==> config.mk <==
export PLATFORM = sky130hd
export DESIGN_NAME = lpat_top
export DESIGN_NICKNAME = d
export VERILOG_FILES = /design/src/rtl/lpat_pkg.sv /design/src/rtl/lpat_sine.sv /design/src/rtl/lpat_gen.sv /design/src/rtl/lpat_chk.sv /design/src/rtl/lpat_top.sv
export SDC_FILE = /design/constraint.sdc
export NUM_CORES = 1
export LEC_CHECK = 0
export ABC_CLOCK_PERIOD_IN_PS = 11000
export BUFFER_PORTS_ARGS = -buffer_cell sky130_fd_sc_hd__buf_2
export CAP_MARGIN = 5
export CORE_ASPECT_RATIO = 0.5
export CORE_MARGIN = 2
export CORE_UTILIZATION = 45
export CTS_CLUSTER_SIZE = 10
export DETAILED_ROUTE_END_ITERATION = 8
export GPL_ROUTABILITY_DRIVEN = 0
export PLACE_DENSITY_LB_ADDON = 0.1
export SLEW_MARGIN = 20
export SYNTH_ARGS = -nofsm -noshare
export SYNTH_HDL_FRONTEND = slang
export SYNTH_SLANG_ARGS = --single-unit
==> constraint.sdc <==
create_clock -name clk -period 11 [get_ports clk]
set_input_delay 0 -clock clk [delete_from_list [all_inputs] [get_ports clk]]
set_output_delay 0 -clock clk [all_outputs]
set_load 0.005 [all_outputs]
==> src/rtl/lpat_pkg.sv <==
package lpat_pkg;

    typedef enum logic {
        PAT_COUNT = 1'b0,
        PAT_NCO   = 1'b1
    } pat_mode_e;

    localparam logic [1:0] ADDR_CTRL = 2'd0;
    localparam logic [1:0] ADDR_INC  = 2'd1;
    localparam logic [1:0] ADDR_WERR = 2'd2;
    localparam logic [1:0] ADDR_BERR = 2'd3;

    localparam int CTRL_MODE_BIT    = 0;
    localparam int CTRL_CLEAR_BIT   = 1;
    localparam int CTRL_RESTART_BIT = 2;

endpackage

==> src/rtl/lpat_sine.sv <==
module lpat_sine #(
    parameter int OUT_W = 16,
    parameter int IDX_W = 8
) (
    input  logic [IDX_W-1:0] idx,
    output logic [OUT_W-1:0] sample
);
    localparam int    QN  = 2 ** (IDX_W - 2);
    localparam longint AMP = (longint'(1) << (OUT_W - 1)) - 1;

    // Quarter-wave magnitudes, parabolic sine approximation, entries 0..QN
    logic [OUT_W-1:0] qtab [0:QN];

    for (genvar k = 0; k <= QN; k++) begin : g_qtab
        localparam longint QV = (AMP * k * (2 * QN - k)) / (longint'(QN) * QN);
        assign qtab[k] = QV[OUT_W-1:0];
    end

    logic [1:0]       quad;
    logic [IDX_W-2:0] ridx;
    logic [OUT_W-1:0] mag;

    always_comb begin
        quad   = idx[IDX_W-1 -: 2];
        ridx   = quad[0] ? ((IDX_W-1)'(QN) - {1'b0, idx[IDX_W-3:0]})
                         : {1'b0, idx[IDX_W-3:0]};
        mag    = qtab[ridx];
        sample = quad[1] ? (~mag + OUT_W'(1)) : mag;
    end

endmodule

==> src/rtl/lpat_gen.sv <==
module lpat_gen
    import lpat_pkg::*;
#(
    parameter int WORD_W = 16,
    parameter int PH_W   = 24,
    parameter int IDX_W  = 8
) (
    input  logic              clk,
    input  logic              rst_n,
    input  logic              step,
    input  logic              restart,
    input  pat_mode_e         mode,
    input  logic [PH_W-1:0]   phase_inc,
    output logic [WORD_W-1:0] word
);
    typedef struct packed {
        logic [WORD_W-1:0] cnt;
        logic [PH_W-1:0]   phase;
    } gen_s;

    gen_s gen_d, gen_q;
    logic [WORD_W-1:0] nco_word;

    lpat_sine #(.OUT_W(WORD_W), .IDX_W(IDX_W)) u_sine (
        .idx    (gen_q.phase[PH_W-1 -: IDX_W]),
        .sample (nco_word)
    );

    always_comb begin
        gen_d = gen_q;
        if (restart) begin
            gen_d = '0;
        end else if (step) begin
            gen_d.cnt   = gen_q.cnt + WORD_W'(1);
            gen_d.phase = gen_q.phase + phase_inc;
        end
        word = (mode == PAT_NCO) ? nco_word : gen_q.cnt;
    end

    always_ff @(posedge clk or negedge rst_n) begin
        if (!rst_n) gen_q <= '0;
        else        gen_q <= gen_d;
    end

    // counting step moves the word up by one
    assert_count_step_R2: assert property (@(posedge clk) disable iff (!rst_n)
        (step && !restart && mode == PAT_COUNT) |=>
            (mode != PAT_COUNT) || (word == WORD_W'($past(word) + WORD_W'(1))));

    // both patterns start from a zero word after restart
    assert_restart_zero_R2: assert property (@(posedge clk) disable iff (!rst_n)
        restart |=> (word == '0));

endmodule

==> src/rtl/lpat_chk.sv <==
module lpat_chk
    import lpat_pkg::*;
#(
    parameter int WORD_W = 16,
    parameter int PH_W   = 24,
    parameter int IDX_W  = 8,
    parameter int CNT_W  = 32,
    parameter int LOCK_N = 8,
    parameter int LOSS_N = 4
) (
    input  logic              clk,
    input  logic              rst_n,
    input  pat_mode_e         mode,
    input  logic [PH_W-1:0]   phase_inc,
    input  logic              restart,
    input  logic              clear,
    input  logic              rx_valid,
    input  logic [WORD_W-1:0] rx_data,
    output logic              locked,
    output logic              link_down,
    output logic              ovf,
    output logic [CNT_W-1:0]  word_errs,
    output logic [CNT_W-1:0]  bit_errs
);
    localparam int GR_W = $clog2(LOCK_N + 1);
    localparam int BR_W = $clog2(LOSS_N + 1);
    localparam int PC_W = $clog2(WORD_W + 1);
    localparam logic [CNT_W-1:0] CNT_MAX = '1;

    typedef struct packed {
        logic              seeded;
        logic              locked;
        logic [GR_W-1:0]   good_run;
        logic [BR_W-1:0]   bad_run;
        logic [WORD_W-1:0] pred_cnt;
        logic [PH_W-1:0]   phase;
        logic [CNT_W-1:0]  werr;
        logic [CNT_W-1:0]  berr;
        logic              link_down;
        logic              ovf;
    } chk_s;

    chk_s chk_d, chk_q;
    logic [WORD_W-1:0] nco_pred;

    lpat_sine #(.OUT_W(WORD_W), .IDX_W(IDX_W)) u_sine (
        .idx    (chk_q.phase[PH_W-1 -: IDX_W]),
        .sample (nco_pred)
    );

    always_comb begin
        logic [WORD_W-1:0] pred;
        logic [WORD_W-1:0] diff;
        logic [PC_W-1:0]   nbits;
        logic [CNT_W:0]    bsum;
        logic              err;
        logic              lose;

        chk_d = chk_q;
        pred  = (mode == PAT_NCO) ? nco_pred : chk_q.pred_cnt;
        diff  = rx_data ^ pred;
        err   = |diff;
        nbits = '0;
        for (int i = 0; i < WORD_W; i++) nbits = nbits + PC_W'(diff[i]);
        bsum  = {1'b0, chk_q.berr} + (CNT_W+1)'(nbits);
        lose  = 1'b0;

        if (restart) begin
            chk_d.seeded   = 1'b0;
            chk_d.locked   = 1'b0;
            chk_d.good_run = '0;
            chk_d.bad_run  = '0;
            chk_d.pred_cnt = '0;
            chk_d.phase    = '0;
        end else if (rx_valid) begin
            if (!chk_q.seeded) begin
                chk_d.seeded   = 1'b1;
                chk_d.pred_cnt = rx_data + WORD_W'(1);
                chk_d.phase    = phase_inc;
            end else begin
                chk_d.phase = chk_q.phase + phase_inc;
                if (chk_q.locked) begin
                    if (err) begin
                        if (chk_q.werr == CNT_MAX) chk_d.ovf = 1'b1;
                        else chk_d.werr = chk_q.werr + CNT_W'(1);
                        if (bsum[CNT_W]) begin
                            chk_d.berr = CNT_MAX;
                            chk_d.ovf  = 1'b1;
                        end else begin
                            chk_d.berr = bsum[CNT_W-1:0];
                        end
                        if (chk_q.bad_run == BR_W'(LOSS_N - 1)) begin
                            lose              = 1'b1;
                            chk_d.locked      = 1'b0;
                            chk_d.bad_run     = '0;
                            chk_d.good_run    = '0;
                            chk_d.link_down   = 1'b1;
                        end else begin
                            chk_d.bad_run = chk_q.bad_run + BR_W'(1);
                        end
                    end else begin
                        chk_d.bad_run = '0;
                    end
                end else begin
                    if (err) begin
                        chk_d.good_run = '0;
                    end else if (chk_q.good_run == GR_W'(LOCK_N - 1)) begin
                        chk_d.locked   = 1'b1;
                        chk_d.good_run = '0;
                    end else begin
                        chk_d.good_run = chk_q.good_run + GR_W'(1);
                    end
                end
                chk_d.pred_cnt = (err && !(chk_q.locked && !lose))
                               ? rx_data + WORD_W'(1)
                               : chk_q.pred_cnt + WORD_W'(1);
            end
        end

        if (clear) begin
            chk_d.werr      = '0;
            chk_d.berr      = '0;
            chk_d.link_down = 1'b0;
            chk_d.ovf       = 1'b0;
        end
    end

    always_ff @(posedge clk or negedge rst_n) begin
        if (!rst_n) chk_q <= '0;
        else        chk_q <= chk_d;
    end

    assign locked    = chk_q.locked;
    assign link_down = chk_q.link_down;
    assign ovf       = chk_q.ovf;
    assign word_errs = chk_q.werr;
    assign bit_errs  = chk_q.berr;

    // tallies stay put while unlocked
    assert_unlocked_quiet_R7: assert property (@(posedge clk) disable iff (!rst_n)
        (!chk_q.locked && !clear) |=> ($stable(chk_q.werr) && $stable(chk_q.berr)));

    // every counted word carries at least one wrong bit
    assert_bits_cover_words_R8: assert property (@(posedge clk) disable iff (!rst_n)
        chk_q.berr >= chk_q.werr);

    // lock is only gained on a received word
    assert_lock_on_word_R5: assert property (@(posedge clk) disable iff (!rst_n)
        $rose(chk_q.locked) |-> $past(rx_valid));

    // losing lock through mismatches raises the sticky flag
    assert_loss_flag_R6: assert property (@(posedge clk) disable iff (!rst_n)
        ($fell(chk_q.locked) && !$past(restart) && !$past(clear)) |-> chk_q.link_down);

    // a full tally holds until cleared
    assert_word_sat_hold_R9: assert property (@(posedge clk) disable iff (!rst_n)
        (chk_q.werr == CNT_MAX && !clear) |=> (chk_q.werr == CNT_MAX));

    // overflow flag is sticky
    assert_ovf_sticky_R9: assert property (@(posedge clk) disable iff (!rst_n)
        (chk_q.ovf && !clear) |=> chk_q.ovf);

endmodule

==> src/rtl/lpat_top.sv <==
module lpat_top
    import lpat_pkg::*;
#(
    parameter int WORD_W = 16,
    parameter int PH_W   = 24,
    parameter int IDX_W  = 8,
    parameter int CNT_W  = 32,
    parameter int LOCK_N = 8,
    parameter int LOSS_N = 4,
    parameter int REG_W  = 32
) (
    input  logic              clk,
    input  logic              rst_n,
    input  logic              gen_step,
    output logic [WORD_W-1:0] gen_word,
    input  logic              rx_valid,
    input  logic [WORD_W-1:0] rx_word,
    input  logic              reg_wr,
    input  logic [1:0]        reg_addr,
    input  logic [REG_W-1:0]  reg_wdata,
    output logic [REG_W-1:0]  reg_rdata,
    output logic              link_locked
);
    typedef struct packed {
        pat_mode_e       mode;
        logic [PH_W-1:0] inc;
    } cfg_s;

    cfg_s cfg_d, cfg_q;
    logic restart, clear;
    logic link_down, ovf;
    logic [CNT_W-1:0] word_errs, bit_errs;
    logic wdata_unused;

    always_comb begin
        cfg_d   = cfg_q;
        restart = reg_wr && (reg_addr == ADDR_CTRL) && reg_wdata[CTRL_RESTART_BIT];
        clear   = reg_wr && (reg_addr == ADDR_CTRL) && reg_wdata[CTRL_CLEAR_BIT];
        if (reg_wr && reg_addr == ADDR_CTRL) cfg_d.mode = pat_mode_e'(reg_wdata[CTRL_MODE_BIT]);
        if (reg_wr && reg_addr == ADDR_INC)  cfg_d.inc  = reg_wdata[PH_W-1:0];
        case (reg_addr)
            ADDR_CTRL: reg_rdata = REG_W'({ovf, link_down, link_locked, cfg_q.mode});
            ADDR_INC:  reg_rdata = REG_W'(cfg_q.inc);
            ADDR_WERR: reg_rdata = REG_W'(word_errs);
            default:   reg_rdata = REG_W'(bit_errs);
        endcase
    end

    assign wdata_unused = ^reg_wdata;

    always_ff @(posedge clk or negedge rst_n) begin
        if (!rst_n) cfg_q <= '{mode: PAT_COUNT, inc: '0};
        else        cfg_q <= cfg_d;
    end

    lpat_gen #(.WORD_W(WORD_W), .PH_W(PH_W), .IDX_W(IDX_W)) u_gen (
        .clk       (clk),
        .rst_n     (rst_n),
        .step      (gen_step),
        .restart   (restart),
        .mode      (cfg_q.mode),
        .phase_inc (cfg_q.inc),
        .word      (gen_word)
    );

    lpat_chk #(
        .WORD_W(WORD_W), .PH_W(PH_W), .IDX_W(IDX_W),
        .CNT_W(CNT_W), .LOCK_N(LOCK_N), .LOSS_N(LOSS_N)
    ) u_chk (
        .clk       (clk),
        .rst_n     (rst_n),
        .mode      (cfg_q.mode),
        .phase_inc (cfg_q.inc),
        .restart   (restart),
        .clear     (clear),
        .rx_valid  (rx_valid),
        .rx_data   (rx_word),
        .locked    (link_locked),
        .link_down (link_down),
        .ovf       (ovf),
        .word_errs (word_errs),
        .bit_errs  (bit_errs)
    );

    // increment register takes the written value
    assert_inc_write_R10: assert property (@(posedge clk) disable iff (!rst_n)
        (reg_wr && reg_addr == ADDR_INC) |=> (cfg_q.inc == $past(reg_wdata[PH_W-1:0])));

    // clear empties both tallies on the next cycle
    assert_clear_empties_R10: assert property (@(posedge clk) disable iff (!rst_n)
        clear |=> (word_errs == '0 && bit_errs == '0 && !ovf && !link_down));

endmodule

==> results.ini <==
[setup_path]
rr_startpoint = u_chk.chk_q[82]$_DFFE_PN0P_
cp_common_cell = fa_1
critical_path_required_ns = 11.37
reg2reg_to = u_chk.bit_errs[13]$_DFFE_PN0P_
worstSetupStartpointType = flop
critical_path_class = flop to flop
crit_path_end_kind = flop
critPathMaxStageDelay_ns = 0.56
r2r_setup_slack_ns = 0.65
reg2regPathDepth = 37
crit_arrival_ns = 10.72
crit_start = u_chk.chk_q[82]$_DFFE_PN0P_
cp_slowest_cell = or4_1
path_max_fanout = 12

[cts]
cts_htree_levels = 4
cts.clk_slew.worst_paths_ns = 0.08
cts_made_buffers = 17
tritoncts = done
cts_max_path_buffers = 2
cts-root-buf = clkbuf_16
cts_sinks = 180
clk-insertion-delay-late_ns = 0.47
ctsResizeCount = 0

[timing]
period_share_pct = 94.08
skew_ns = 0.02287
min_period_ns = 10.35
setup_viol = 0
tightest_slew_ns = 1.105
rsz0062_at_grt = false
hold_viol_final = 0
clock.fmax_mhz = 96.63
maxSlewViolCount = 0
setup_tns_ns = 0
slew-limit-headroom_pct = 26.31

[synthesis]
synth_top_area_share_pct = 28.18
synthArstFlopShare_pct = 100.0
synthDistinctLibCells = 88
avgSynthCellArea_um2 = 8.354
yosysTopAreaCell = dfrtp_1
synth_edf_count = 0
ys_dominant_reg_cell = dfrtp_1
synth-seq-cells = 180
ys_top_cells_by_area = dfrtp_1 28%, ha_1 6.9%, mux2_2 4.1%
yosys_warnings = 0
synth_seq_area_share_pct = 28.18
synthesis.area_mm2 = 0.01598
syn_inst = 1913
synthesis.nets = 2069

[min_path]
holdPathStages = 4
holdCritPathClass = primary input to flop
whs_endpoint = u_chk.chk_q[104]$_DFFE_PN0P_
min_from = rx_word[14]

[die]
core_area_mm2 = 0.03471
start_util_pct = 46.04
die_width_um = 270.5
num_rows = 48
ios = 104
dieHeight_um = 137.3
die_area_mm2 = 0.03713

[power]
pwr-share-comb_pct = 73.6
power.share.clock_pct = 10.6
p_per_area_mw_per_mm2 = 343.7
p_sw_w = 0.003089
swShare_pct = 50.71
peakVddDrop_uv = 520.2
p_seq_share_pct = 15.8
cell_internal_pwr_w = 0.003003
leakage_nw = 7.818

[routing]
wl_per_cell_um = 19.19
antenna_left = 0
first_iter_violations = 1173
viasPerCell = 5.993
drc = 0
first_pass_iters = 5
vias = 14730
wirelength_um = 47170

[place]
dp.cells = 2398
io_buffers = 95
post-dp-hpwl_um = 33570

[finish]
fillers = 3358
nets = 2125
seq_area_mm2 = 0.004506
area_delta_synth_final_pct = 10.92
stdcell_count = 2458
layout-drive-gt1-share_pct = 13.32
multi_input_area_mm2 = 0.01070

[grt]
grt_max_degree = 84
grt_first_pass_wirelength_um = 74920
grt_pass1_vias = 13230
grt_antenna_before_repair = 3
overflow = 0
grtUsageTotal_pct = 25.49

[status]
status = completed

[run]
maxCapViolations = 0

power by group through the flow:
stage          logic [W]  clock network (W)  registers [W]
4_1_cts          0.00445           0.000657       0.000960
2_1_floorplan    0.00345                  0       0.000891
3_5_place_dp     0.00439                  0       0.000972
3_3_place_gp     0.00440                  0       0.000971
6_report         0.00448           0.000644       0.000963
5_1_grt          0.00507           0.000683       0.000986
critical path: cells and delay by family, from the launching register on:
family,cells,cell delay (ns)
compound gates,10,1.98
flops,1,0.38
fa+ha+maj,9,3.88
simple gates,10,2.62
buf+inv,5,0.71
mux,1,0.42
xor+xnor,2,0.28
cells by family (layout without fill, tap and decap cells):
family	after synthesis	in the layout	synth area share [%]
AND/OR/NAND/NOR	713	713	23.39
AO/OA/AOI/OAI	485	485	20.48
buffers and inverters	204	273	5.003
flip-flops	180	180	28.18
multiplexers	125	125	8.675
XOR/XNOR	105	105	5.754
adder cells (fa/ha/maj)	101	101	8.518
other	0	1	0
metrics by stage:
step                total power [W]  area [um^2]  setup WS, ns  hold slack [ns]  util (%)
floorplan                  0.004341        15980         1.319          -0.2956         -
global placement           0.005371        16860        0.8682           0.1021     48.56
detailed placement         0.005364        16860        0.8054           0.1139     48.56
CTS                        0.006065        17720        0.7349        0.0009969     51.04
global route               0.006735        17730       0.06570          0.04517     51.07
finish                     0.006092        17730        0.6510          0.01172     51.07
sequential cells by signal, summed over array words and instances (netlist names):
| register | flops |
|---|---|
| u_chk.chk_q | 48 |
| u_gen.gen_q | 40 |
| u_chk.bit_errs | 32 |
| u_chk.word_errs | 32 |
| cfg_q | 25 |
| u_chk.link_down | 1 |
| u_chk.locked | 1 |
| u_chk.ovf | 1 |
per-layer routing:
metal  GRT usage, %  up-vias  wire length (um)
met5              0        -                 0
met4          5.034        0               470
met3          4.061       37              2524
met2          38.83      372             20730
met1          38.13     7151             23440
li1               -     7171                 -
worst max-delay path by stage:
| stage | endpoint | slack (ns) | depth (start not counted) |
|---|---|---|---|
| after CTS | u_chk.bit_errs[13]$_DFFE_PN0P_ | 0.73 | 37 |
| after floorplan | u_chk.bit_errs[13]$_DFFE_PN0P_ | 1.32 | 43 |
| final | u_chk.bit_errs[13]$_DFFE_PN0P_ | 0.65 | 37 |
| after global routing | u_chk.bit_errs[15]$_DFFE_PN0P_ | 0.07 | 37 |
| after global placement | u_chk.bit_errs[15]$_DFFE_PN0P_ | 0.87 | 37 |
| after detailed placement | u_chk.bit_errs[13]$_DFFE_PN0P_ | 0.81 | 37 |
timing repair:
item                       4_1_cts  5_1_grt
hold endpoints to repair       108        0
buffers inserted                 0        0
hold buffers                    27        0
setup endpoints to repair        0        0
cells in the final DEF, fill, tap and decap left out, types with 28 or more instances in the layout:
| cell type | count |
|---|---|
| nand2b_1 | 28 |
| ha_1 | 88 |
| mux2i_1 | 62 |
| o21ai_0 | 98 |
| buf_4 | 37 |
| a211oi_1 | 31 |
| a21oi_1 | 122 |
| inv_1 | 79 |
| xor2_1 | 40 |
| xnor2_1 | 64 |
| and3_1 | 32 |
| nor2b_1 | 39 |
| nand2_1 | 133 |
| nor3_1 | 67 |
| mux2_2 | 58 |
| nand3_1 | 87 |
| buf_2 | 94 |
| nor2_1 | 151 |
| dfrtp_1 | 179 |
final cells by class:
type / count / share of cell area (%)
Antenna cell: 1 / 0.01412
Clock buffer: 18 / 2.421
Clock inverter: 14 / 0.9034
Inverter: 82 / 1.736
Multi-Input combinational cell: 1529 / 60.33
Sequential cell: 180 / 25.42
Tap cell: 475 / 3.353
Timing Repair Buffer: 159 / 5.823
synth_stat cells, types with 11 or more instances:
master / number
dfrtp_1: 180
nor2_1: 152
nand2_1: 133
a21oi_1: 122
o21ai_0: 98
clkbuf_1: 91
ha_1: 88
nand3_1: 87
inv_1: 79
nor3_1: 67
xnor2_1: 65
mux2i_1: 62
mux2_2: 58
xor2_1: 40
nor2b_1: 39
and3_1: 32
a211oi_1: 31
nand2b_1: 28
or3_1: 27
nand4_1: 26
a31oi_1: 22
a22o_1: 21
nor4_1: 20
o31ai_1: 19
o21a_1: 18
a311oi_1: 17
and2_1: 16
a21o_1: 15
o211ai_1: 15
buf_1: 13
buf_2: 13
fa_1: 13
and4_1: 11
nor4b_1: 11
Power figures use the tool's default switching activity.
